==> src/rtl/phy_ctl_pkg.sv <==
package phy_ctl_pkg;

  typedef enum logic [2:0] {
    ACC_IDLE  = 3'd0,
    ACC_READ  = 3'd1,
    ACC_LOAD  = 3'd2,
    ACC_SET   = 3'd3,
    ACC_CLEAR = 3'd4
  } acc_op_e;

  typedef struct packed {
    acc_op_e op;
    logic    hit;
    logic    bad;
  } acc_dec_t;

endpackage

==> src/rtl/pcr_sync.sv <==
module pcr_sync #(
  parameter int STAGES = 2
) (
  input  logic clk,
  input  logic rst_n,
  input  logic d_async,
  output logic q_sync
);
  logic [STAGES-1:0] pipe_q;
  logic [STAGES-1:0] pipe_d;

  generate
    if (STAGES == 1) begin : g_one
      always_comb pipe_d = d_async;
    end else begin : g_many
      always_comb pipe_d = {pipe_q[STAGES-2:0], d_async};
    end
  endgenerate

  always_ff @(posedge clk or negedge rst_n) begin
    if (!rst_n) pipe_q <= '0;
    else        pipe_q <= pipe_d;
  end

  assign q_sync = pipe_q[STAGES-1];
endmodule

==> src/rtl/pcr_decode.sv <==
module pcr_decode
  import phy_ctl_pkg::*;
#(
  parameter int          AW        = 8,
  parameter int          IMM_AW    = 6,
  parameter logic [7:0]  BASE_ADDR = 8'h3D
) (
  input  logic          acc_valid,
  input  logic          acc_write,
  input  logic          acc_ext,
  input  logic [AW-1:0] acc_addr,
  output acc_dec_t      dec
);
  localparam logic [AW-1:0] A_LOAD  = AW'(BASE_ADDR);
  localparam logic [AW-1:0] A_SET   = AW'(BASE_ADDR + 8'd1);
  localparam logic [AW-1:0] A_CLEAR = AW'(BASE_ADDR + 8'd2);

  logic [AW-1:0] eff_addr;
  logic          upper_set;
  logic          is_load, is_set, is_clear;

  always_comb begin
    eff_addr  = {{(AW-IMM_AW){1'b0}}, acc_addr[IMM_AW-1:0]};
    upper_set = |acc_addr[AW-1:IMM_AW];
    is_load   = (eff_addr == A_LOAD);
    is_set    = (eff_addr == A_SET);
    is_clear  = (eff_addr == A_CLEAR);

    dec.bad = acc_valid && acc_ext && upper_set;
    dec.hit = acc_valid && !dec.bad && (is_load || is_set || is_clear);
    dec.op  = ACC_IDLE;
    if (acc_valid) begin
      if (!acc_write)        dec.op = ACC_READ;
      else if (dec.hit) begin
        if (is_load)         dec.op = ACC_LOAD;
        else if (is_set)     dec.op = ACC_SET;
        else                 dec.op = ACC_CLEAR;
      end
    end
  end
endmodule

==> src/rtl/pcr_ctlreg.sv <==
module pcr_ctlreg
  import phy_ctl_pkg::*;
#(
  parameter int          DW      = 8,
  parameter logic [7:0]  RW_MASK = 8'h0C
) (
  input  logic          clk,
  input  logic          rst_n,
  input  acc_dec_t      dec,
  input  logic [DW-1:0] wdata,
  output logic [DW-1:0] ctl_q,
  output logic [DW-1:0] rd_data,
  output logic          addr_err
);
  localparam logic [DW-1:0] MASK = DW'(RW_MASK);

  logic [DW-1:0] ctl_d, rd_d;
  logic          ctl_en, rd_en, err_d;

  always_comb begin
    ctl_d  = ctl_q;
    ctl_en = 1'b0;
    case (dec.op)
      ACC_LOAD:  begin ctl_d = wdata & MASK;           ctl_en = 1'b1; end
      ACC_SET:   begin ctl_d = ctl_q | (wdata & MASK); ctl_en = 1'b1; end
      ACC_CLEAR: begin ctl_d = ctl_q & ~wdata;         ctl_en = 1'b1; end
      default:   begin ctl_d = ctl_q;                  ctl_en = 1'b0; end
    endcase
    rd_en = (dec.op == ACC_READ);
    rd_d  = dec.hit ? ctl_q : '0;
    err_d = dec.bad;
  end

  always_ff @(posedge clk or negedge rst_n) begin
    if (!rst_n) begin
      ctl_q    <= '0;
      rd_data  <= '0;
      addr_err <= 1'b0;
    end else begin
      if (ctl_en) ctl_q   <= ctl_d;
      if (rd_en)  rd_data <= rd_d;
      addr_err <= err_d;
    end
  end


  load_value_chk: assert property (@(posedge clk) disable iff (!rst_n)
    (dec.op == ACC_LOAD) |=> (ctl_q == ($past(wdata) & MASK)));


  reserved_zero_chk: assert property (@(posedge clk) disable iff (!rst_n)
    (ctl_q & ~MASK) == '0);
endmodule

==> src/rtl/pcr_edge_evt.sv <==
module pcr_edge_evt (
  input  logic clk,
  input  logic rst_n,
  input  logic sv_sync,
  input  logic en_rise,
  input  logic en_fall,
  input  logic ack,
  output logic req,
  output logic alt_int
);
  logic prev_q;
  logic rise, fall, armed, req_d;

  always_comb begin
    rise  = sv_sync & ~prev_q;
    fall  = ~sv_sync & prev_q;
    armed = (rise & en_rise) | (fall & en_fall);
    req_d = armed | (req & ~ack);
  end

  always_ff @(posedge clk or negedge rst_n) begin
    if (!rst_n) begin
      prev_q <= 1'b0;
      req    <= 1'b0;
    end else begin
      prev_q <= sv_sync;
      req    <= req_d;
    end
  end

  assign alt_int = req;


  rise_req_chk: assert property (@(posedge clk) disable iff (!rst_n)
    (sv_sync && !prev_q && en_rise) |=> req);


  fall_req_chk: assert property (@(posedge clk) disable iff (!rst_n)
    (!sv_sync && prev_q && en_fall) |=> req);


  req_hold_chk: assert property (@(posedge clk) disable iff (!rst_n)
    (req && !ack) |=> req);


  no_spurious_chk: assert property (@(posedge clk) disable iff (!rst_n)
    $rose(req) |-> $past((sv_sync != prev_q) && (en_rise || en_fall)));
endmodule

==> src/rtl/phy_ctl_regbank.sv <==
module phy_ctl_regbank
  import phy_ctl_pkg::*;
#(
  parameter int          AW          = 8,
  parameter int          DW          = 8,
  parameter int          IMM_AW      = 6,
  parameter logic [7:0]  BASE_ADDR   = 8'h3D,
  parameter int          RISE_BIT    = 2,
  parameter int          FALL_BIT    = 3,
  parameter int          SYNC_STAGES = 2
) (
  input  logic          clk,
  input  logic          rst_n,
  input  logic          acc_valid,
  input  logic          acc_write,
  input  logic          acc_ext,
  input  logic [AW-1:0] acc_addr,
  input  logic [DW-1:0] acc_wdata,
  output logic [DW-1:0] rd_data,
  output logic          addr_err,
  input  logic          sess_vld_raw,
  output logic          evt_req,
  output logic          evt_alt_int,
  input  logic          evt_ack
);
  localparam logic [7:0] RW_MASK = 8'((1 << RISE_BIT) | (1 << FALL_BIT));

  logic [1:0]    rst_pipe;
  logic          rst_core_n;
  acc_dec_t      dec;
  logic [DW-1:0] ctl_q;
  logic          sv_sync;

  always_ff @(posedge clk or negedge rst_n) begin
    if (!rst_n) rst_pipe <= 2'b00;
    else        rst_pipe <= {rst_pipe[0], 1'b1};
  end
  assign rst_core_n = rst_pipe[1];

  pcr_decode #(.AW(AW), .IMM_AW(IMM_AW), .BASE_ADDR(BASE_ADDR)) u_decode (
    .acc_valid (acc_valid),
    .acc_write (acc_write),
    .acc_ext   (acc_ext),
    .acc_addr  (acc_addr),
    .dec       (dec)
  );

  pcr_ctlreg #(.DW(DW), .RW_MASK(RW_MASK)) u_ctlreg (
    .clk      (clk),
    .rst_n    (rst_core_n),
    .dec      (dec),
    .wdata    (acc_wdata),
    .ctl_q    (ctl_q),
    .rd_data  (rd_data),
    .addr_err (addr_err)
  );

  pcr_sync #(.STAGES(SYNC_STAGES)) u_sync (
    .clk     (clk),
    .rst_n   (rst_core_n),
    .d_async (sess_vld_raw),
    .q_sync  (sv_sync)
  );

  pcr_edge_evt u_edge (
    .clk     (clk),
    .rst_n   (rst_core_n),
    .sv_sync (sv_sync),
    .en_rise (ctl_q[RISE_BIT]),
    .en_fall (ctl_q[FALL_BIT]),
    .ack     (evt_ack),
    .req     (evt_req),
    .alt_int (evt_alt_int)
  );


  bad_addr_err_chk: assert property (@(posedge clk) disable iff (!rst_core_n)
    (acc_valid && acc_ext && (|acc_addr[AW-1:IMM_AW])) |=> addr_err);


  bad_addr_nowrite_chk: assert property (@(posedge clk) disable iff (!rst_core_n)
    (acc_valid && acc_write && acc_ext && (|acc_addr[AW-1:IMM_AW])) |=> $stable(ctl_q));


  rd_reserved_chk: assert property (@(posedge clk) disable iff (!rst_core_n)
    (rd_data & ~DW'(RW_MASK)) == '0);


  alt_mark_chk: assert property (@(posedge clk) disable iff (!rst_core_n)
    evt_req |-> evt_alt_int);
endmodule

==> config.mk <==
export PLATFORM = sky130hd
export DESIGN_NAME = phy_ctl_regbank
export DESIGN_NICKNAME = d
export VERILOG_FILES = /design/src/rtl/phy_ctl_pkg.sv /design/src/rtl/pcr_sync.sv /design/src/rtl/pcr_decode.sv /design/src/rtl/pcr_ctlreg.sv /design/src/rtl/pcr_edge_evt.sv /design/src/rtl/phy_ctl_regbank.sv
export SDC_FILE = /design/constraint.sdc
export NUM_CORES = 1
export LEC_CHECK = 0
export BUFFER_PORTS_ARGS = -buffer_cell sky130_fd_sc_hd__buf_4
export CORE_MARGIN = 1
export CORE_UTILIZATION = 45
export CTS_BUF_LIST = sky130_fd_sc_hd__clkbuf_4 sky130_fd_sc_hd__clkbuf_8
export DETAILED_ROUTE_END_ITERATION = 7
export GPL_TIMING_DRIVEN = 0
export PLACE_DENSITY_LB_ADDON = 0.15
export SYNTH_ARGS = -nofsm -noshare
export SYNTH_HDL_FRONTEND = slang
export SYNTH_HIERARCHICAL = 1
export SYNTH_SLANG_ARGS = --single-unit
==> constraint.sdc <==
create_clock -name clk -period 0.8 [get_ports clk]
set_input_delay 0.08 -clock clk [delete_from_list [all_inputs] [get_ports clk]]
set_output_delay 0.08 -clock clk [all_outputs]
set_load 0.05 [all_outputs]
Word-level counts from Yosys, hierarchy flattened
Cells that the tools add are included.

Input bits: 23. Output and inout bits: 11. Logic and storage cells: 46. Register bits after elaboration: 23.

Equal/unequal tests: 7. Reduce and logical (&&, ||, !) cells: 11. Mux-type cells: 8. Bitwise operators: 13.

Operators with widths (count): $pmux W8 S3 (1); $eq A6 B6 Y1 const B (3); $mux W3 (5); $and A8 B8 Y8 (1); $mux W8 (1); $not A8 Y8 (1); $or A8 B4 Y8 (1); $eq A3 B2 Y1 const B (2); $and A1 B1 Y1 (5); $logic_and A1 B1 Y1 (4); $eq A3 B1 Y1 const B (1); $eq A3 B3 Y1 const B (1); $not A1 Y1 (3); $reduce_bool A3 Y1 (1); $reduce_or A3 Y1 (1); $logic_or A1 B1 Y1 (2); $or A1 B1 Y1 (2); $reduce_and A2 Y1 (1); $reduce_or A2 Y1 (1); $logic_not A1 Y1 (1); $mux W1 (1).

Longest topological paths before layout
Word-level depth: 12. Gate-level depth with buffers: 9. Depth with buffers taken out: 6.

Cells and area by module
Netlist, hierarchy kept.

By module, submodules not included: pcr_ctlreg (instances 1, area each 718.2 µm², sequential area each 425.4 µm², cells an instance 70); pcr_decode (instances 1, area each 93.8 µm², sequential area each 0.0 µm², cells an instance 12); pcr_edge_evt (instances 1, area each 87.6 µm², sequential area each 50.0 µm², cells an instance 7); phy_ctl_regbank (instances 1, area each 53.8 µm², sequential area each 50.0 µm², cells an instance 3); pcr_sync (instances 1, area each 50.0 µm², sequential area each 50.0 µm², cells an instance 2).

Least setup slack after synthesis
OpenSTA, ideal clock, no wires.

Path type: input-to-reg. From: input port acc_addr[7]. To: register u_ctlreg.rd_data[3]. Stages: 9. Path slack: -809 ps. Data required time: 680 ps. Arrival time: 1490 ps. Setup time: 120 ps. Path buffers: 3. Cells stage by stage: o211a_1 > nand4b_4 > o22ai_1 > buf_4 > or3b_1 > buf_6 > buf_6 > nand2_1 > o21ai_2.

RTL lines: from (decl) (RTL line phy_ctl_regbank.sv:17) `input logic [AW-1:0] acc_addr,`; to (signal assigned) (RTL line pcr_ctlreg.sv:41) `if (rd_en) rd_data <= rd_d;`; to (decl) (RTL line pcr_ctlreg.sv:12) `output logic [DW-1:0] rd_data,`.

==> out/metrics.csv <==
metric,value,unit
status,finished with violations,
failing checks,setup timing,
Die Ht,49.2,um
RSZ-0062 raised after global routing,yes,
DRT Pass-1 Iters,4,
final setup fails,28,
worst min path class,in2reg,
CTS tree,yes,
share of cells above drive strength 1,58.3,%
crit path max-delay cell type,o211a_1,
clk buf depth,2,
Port Buffer Count,33,
Mapped Cells,94,
GRT busiest layer,met2,
Yosys cell types,29,
final non-filler cell total,178,
Antenna Nets Post-Route,0,
Vias,910,
largest net degree at the start of global routing,22,
grt met1 use,21.8,%
Static Leak,0.000821,uW
grt met3 use,2.80,%
Crit. End Element,flop,
most frequent cells in the layout,"buf_4 (32), dfrtp_1 (21), buf_6 (17)",
"most common cell after layout, fill and taps aside",buf_4,
CP peak stage delay,230,ps
Max VDD drop,1.14,mV
DR vias/cell,5.11,
area post-placement,0.00129,mm^2
# DRC,0,
first-pass GRT wire length,3.68,mm
register bit total from synthesis,23,
core area,0.00202,mm^2
initial antenna violation count,0,
Clock Latency Late Sink,290,ps
# rows,16,
min Tclk post-route,1310,ps
Max Fclk,0.764,GHz
CTS Root Buffer Type,clkbuf_4,
post-synthesis sequential area ratio,57.4,%
crit-path cells,buf_6 -> o211a_1 -> nand4b_4 -> buf_6 -> nor3_4 -> buf_4 -> or3b_4 -> clkbuf_16 -> nand2_2 -> o21ai_1,
vias in the first global route,935,
htree depth,1,
design area,0.00170,mm^2
pwr/cell area,1300,mW/mm^2
"Slew Viols, Final",0,
mapped cell area,0.00100,mm^2
nets,175,
DRC marker count from the first detailed-route iteration,8,
"Max FO, Critical Path",5,
Hold Crit Depth,2,
Total Power,2220,uW
routability congestion estimate,0.709,
CP dominant cell by count,buf_6,
drt total wl,2.45,mm
Clock transition at path regs,120,ps
number of buffers created by CTS,3,
chip width,49.2,um
Diodes inserted,0,
GRT Total Usage,19.6,%
final setup skew,9.69,ps
final setup margin,-509,ps
yosys synthesis warning count,6,
Avg Synthesized Cell Area,10.7,um^2
Area growth syn-to-layout,69.8,%
I/O pin total,34,
remaining global-route overflow,0,
Num Clock Sinks,23,
maxcap violations,0,
worst r2r path cells,4,
Worst EP arrival,1540,ps
grt met2 use,38.4,%
full die area,0.00242,mm^2
Syn Nets,117,
critical path class,in2reg,
placed cells,154,
# fillers,126,
initial core utilization,49.6,%
Detail Placement HPWL,1.45,mm
Worst Setup Start Kind,input port,
Critical Path RT,1030,ps
period utilization,164,%
WL/cell,13.8,um
Final Hold Viols,0,
[worst paths after layout]
check,from,end,slack (ps)
max in group asynchronous,rst_pipe[1],u_edge/alt_int,250
min reg2reg,rst_pipe[1],u_ctlreg/ctl_q[4],210
max reg2reg,u_ctlreg/rd_data[0],u_ctlreg/rd_data[0],-90
min in group asynchronous,rst_n,rst_pipe[0],90
min,acc_addr[7],u_ctlreg/addr_err,30
max,acc_addr[6],u_ctlreg/rd_data[6],-510
[registers in the layout, indices dropped and copies added (netlist names)]
name               cells
rst_pipe               2
u_ctlreg/addr_err      1
u_ctlreg/ctl_q         8
u_ctlreg/rd_data       8
u_edge/alt_int         1
u_edge/prev_q          1
u_sync/pipe_q          2
[per-layer routing]
metal / vias to the layer above / share of wire, %
met5: - / 0
met4: 0 / 0.57
met3: 2 / 3.5
met2: 25 / 57
met1: 443 / 39
li1: 440 / -
[synthesized netlist by cell type]
cell type	number	area, um^2
o221ai_2	1	15.0
nand3b_1	1	7.51
nand2b_1	2	12.5
nor2_1	2	7.51
nor2b_1	2	12.5
or3b_1	1	8.76
a32oi_1	2	17.5
o21ai_0	2	10.0
o211a_1	1	10.0
o21ai_2	2	17.5
buf_4	2	15.0
inv_1	2	7.51
nand3_1	1	5.00
clkbuf_1	1	3.75
nand4_1	1	6.26
o211ai_1	1	7.51
conb_1	1	3.75
xor2_1	1	8.76
buf_1	1	3.75
a21oi_1	6	30.0
o21ai_1	6	30.0
dfrtp_1	23	576
nor3_1	2	10.0
nand4b_1	1	8.76
o21a_1	6	45.0
buf_6	2	22.5
nand4b_4	1	23.8
nand2_1	19	71.3
o22ai_1	1	6.26
[critical path, delay by kind of cell]
kind | cells | cell delay (ps)
buffers and inverters | 4 | 560
AO/OA/AOI/OAI | 2 | 300
AND/OR/NAND/NOR | 4 | 610
[cell families (layout without fill, tap and decap cells)]
logic type      after synthesis  in the layout  synth area share, %
compound gates               28             28                 18.8
flops                        23             23                 57.4
other cells                   1              1                0.374
simple gates                 33             33                 17.3
xor+xnor                      1              1                0.873
buf+inv                       8             65                 5.24
[through the flow]
stage	hold slack, ps	TNS (ps)	worst slack [ps]	utilization, %
floorplan	-216	-12150	-789	-
global route	17.9	-10860	-566	84.3
finish	32.3	-9320	-509	84.3
global placement	-138	-18220	-1080	64.0
CTS	21.4	-10240	-567	78.1
detailed placement	-136	-19890	-1160	64.0
[power breakdown]
group	switching (uW)	internal, uW
Sequential	50.8	1200
Clock	316	227
Combinational	193	232
[what timing repair did]
action	4_1_cts	5_1_grt
pin swaps	3	21
endpoints found under the setup margin	48	28
setup buffers	11	8
gates cloned	0	1
hold buffers	5	0
resized for setup	28	27
endpoints found under the hold margin	6	0
[layout make-up]
class	count	area (um^2)	share of cell area [%]
tap	27	33.8	1.98
sequential	23	578	33.9
multi-input combinational	63	494	29.0
timing repair buffer	56	531	31.1
buffer	3	30.0	1.76
inverter	2	7.51	0.441
clock buffer	4	30.0	1.76
Note: power is estimated with default switching activity, not from simulation.
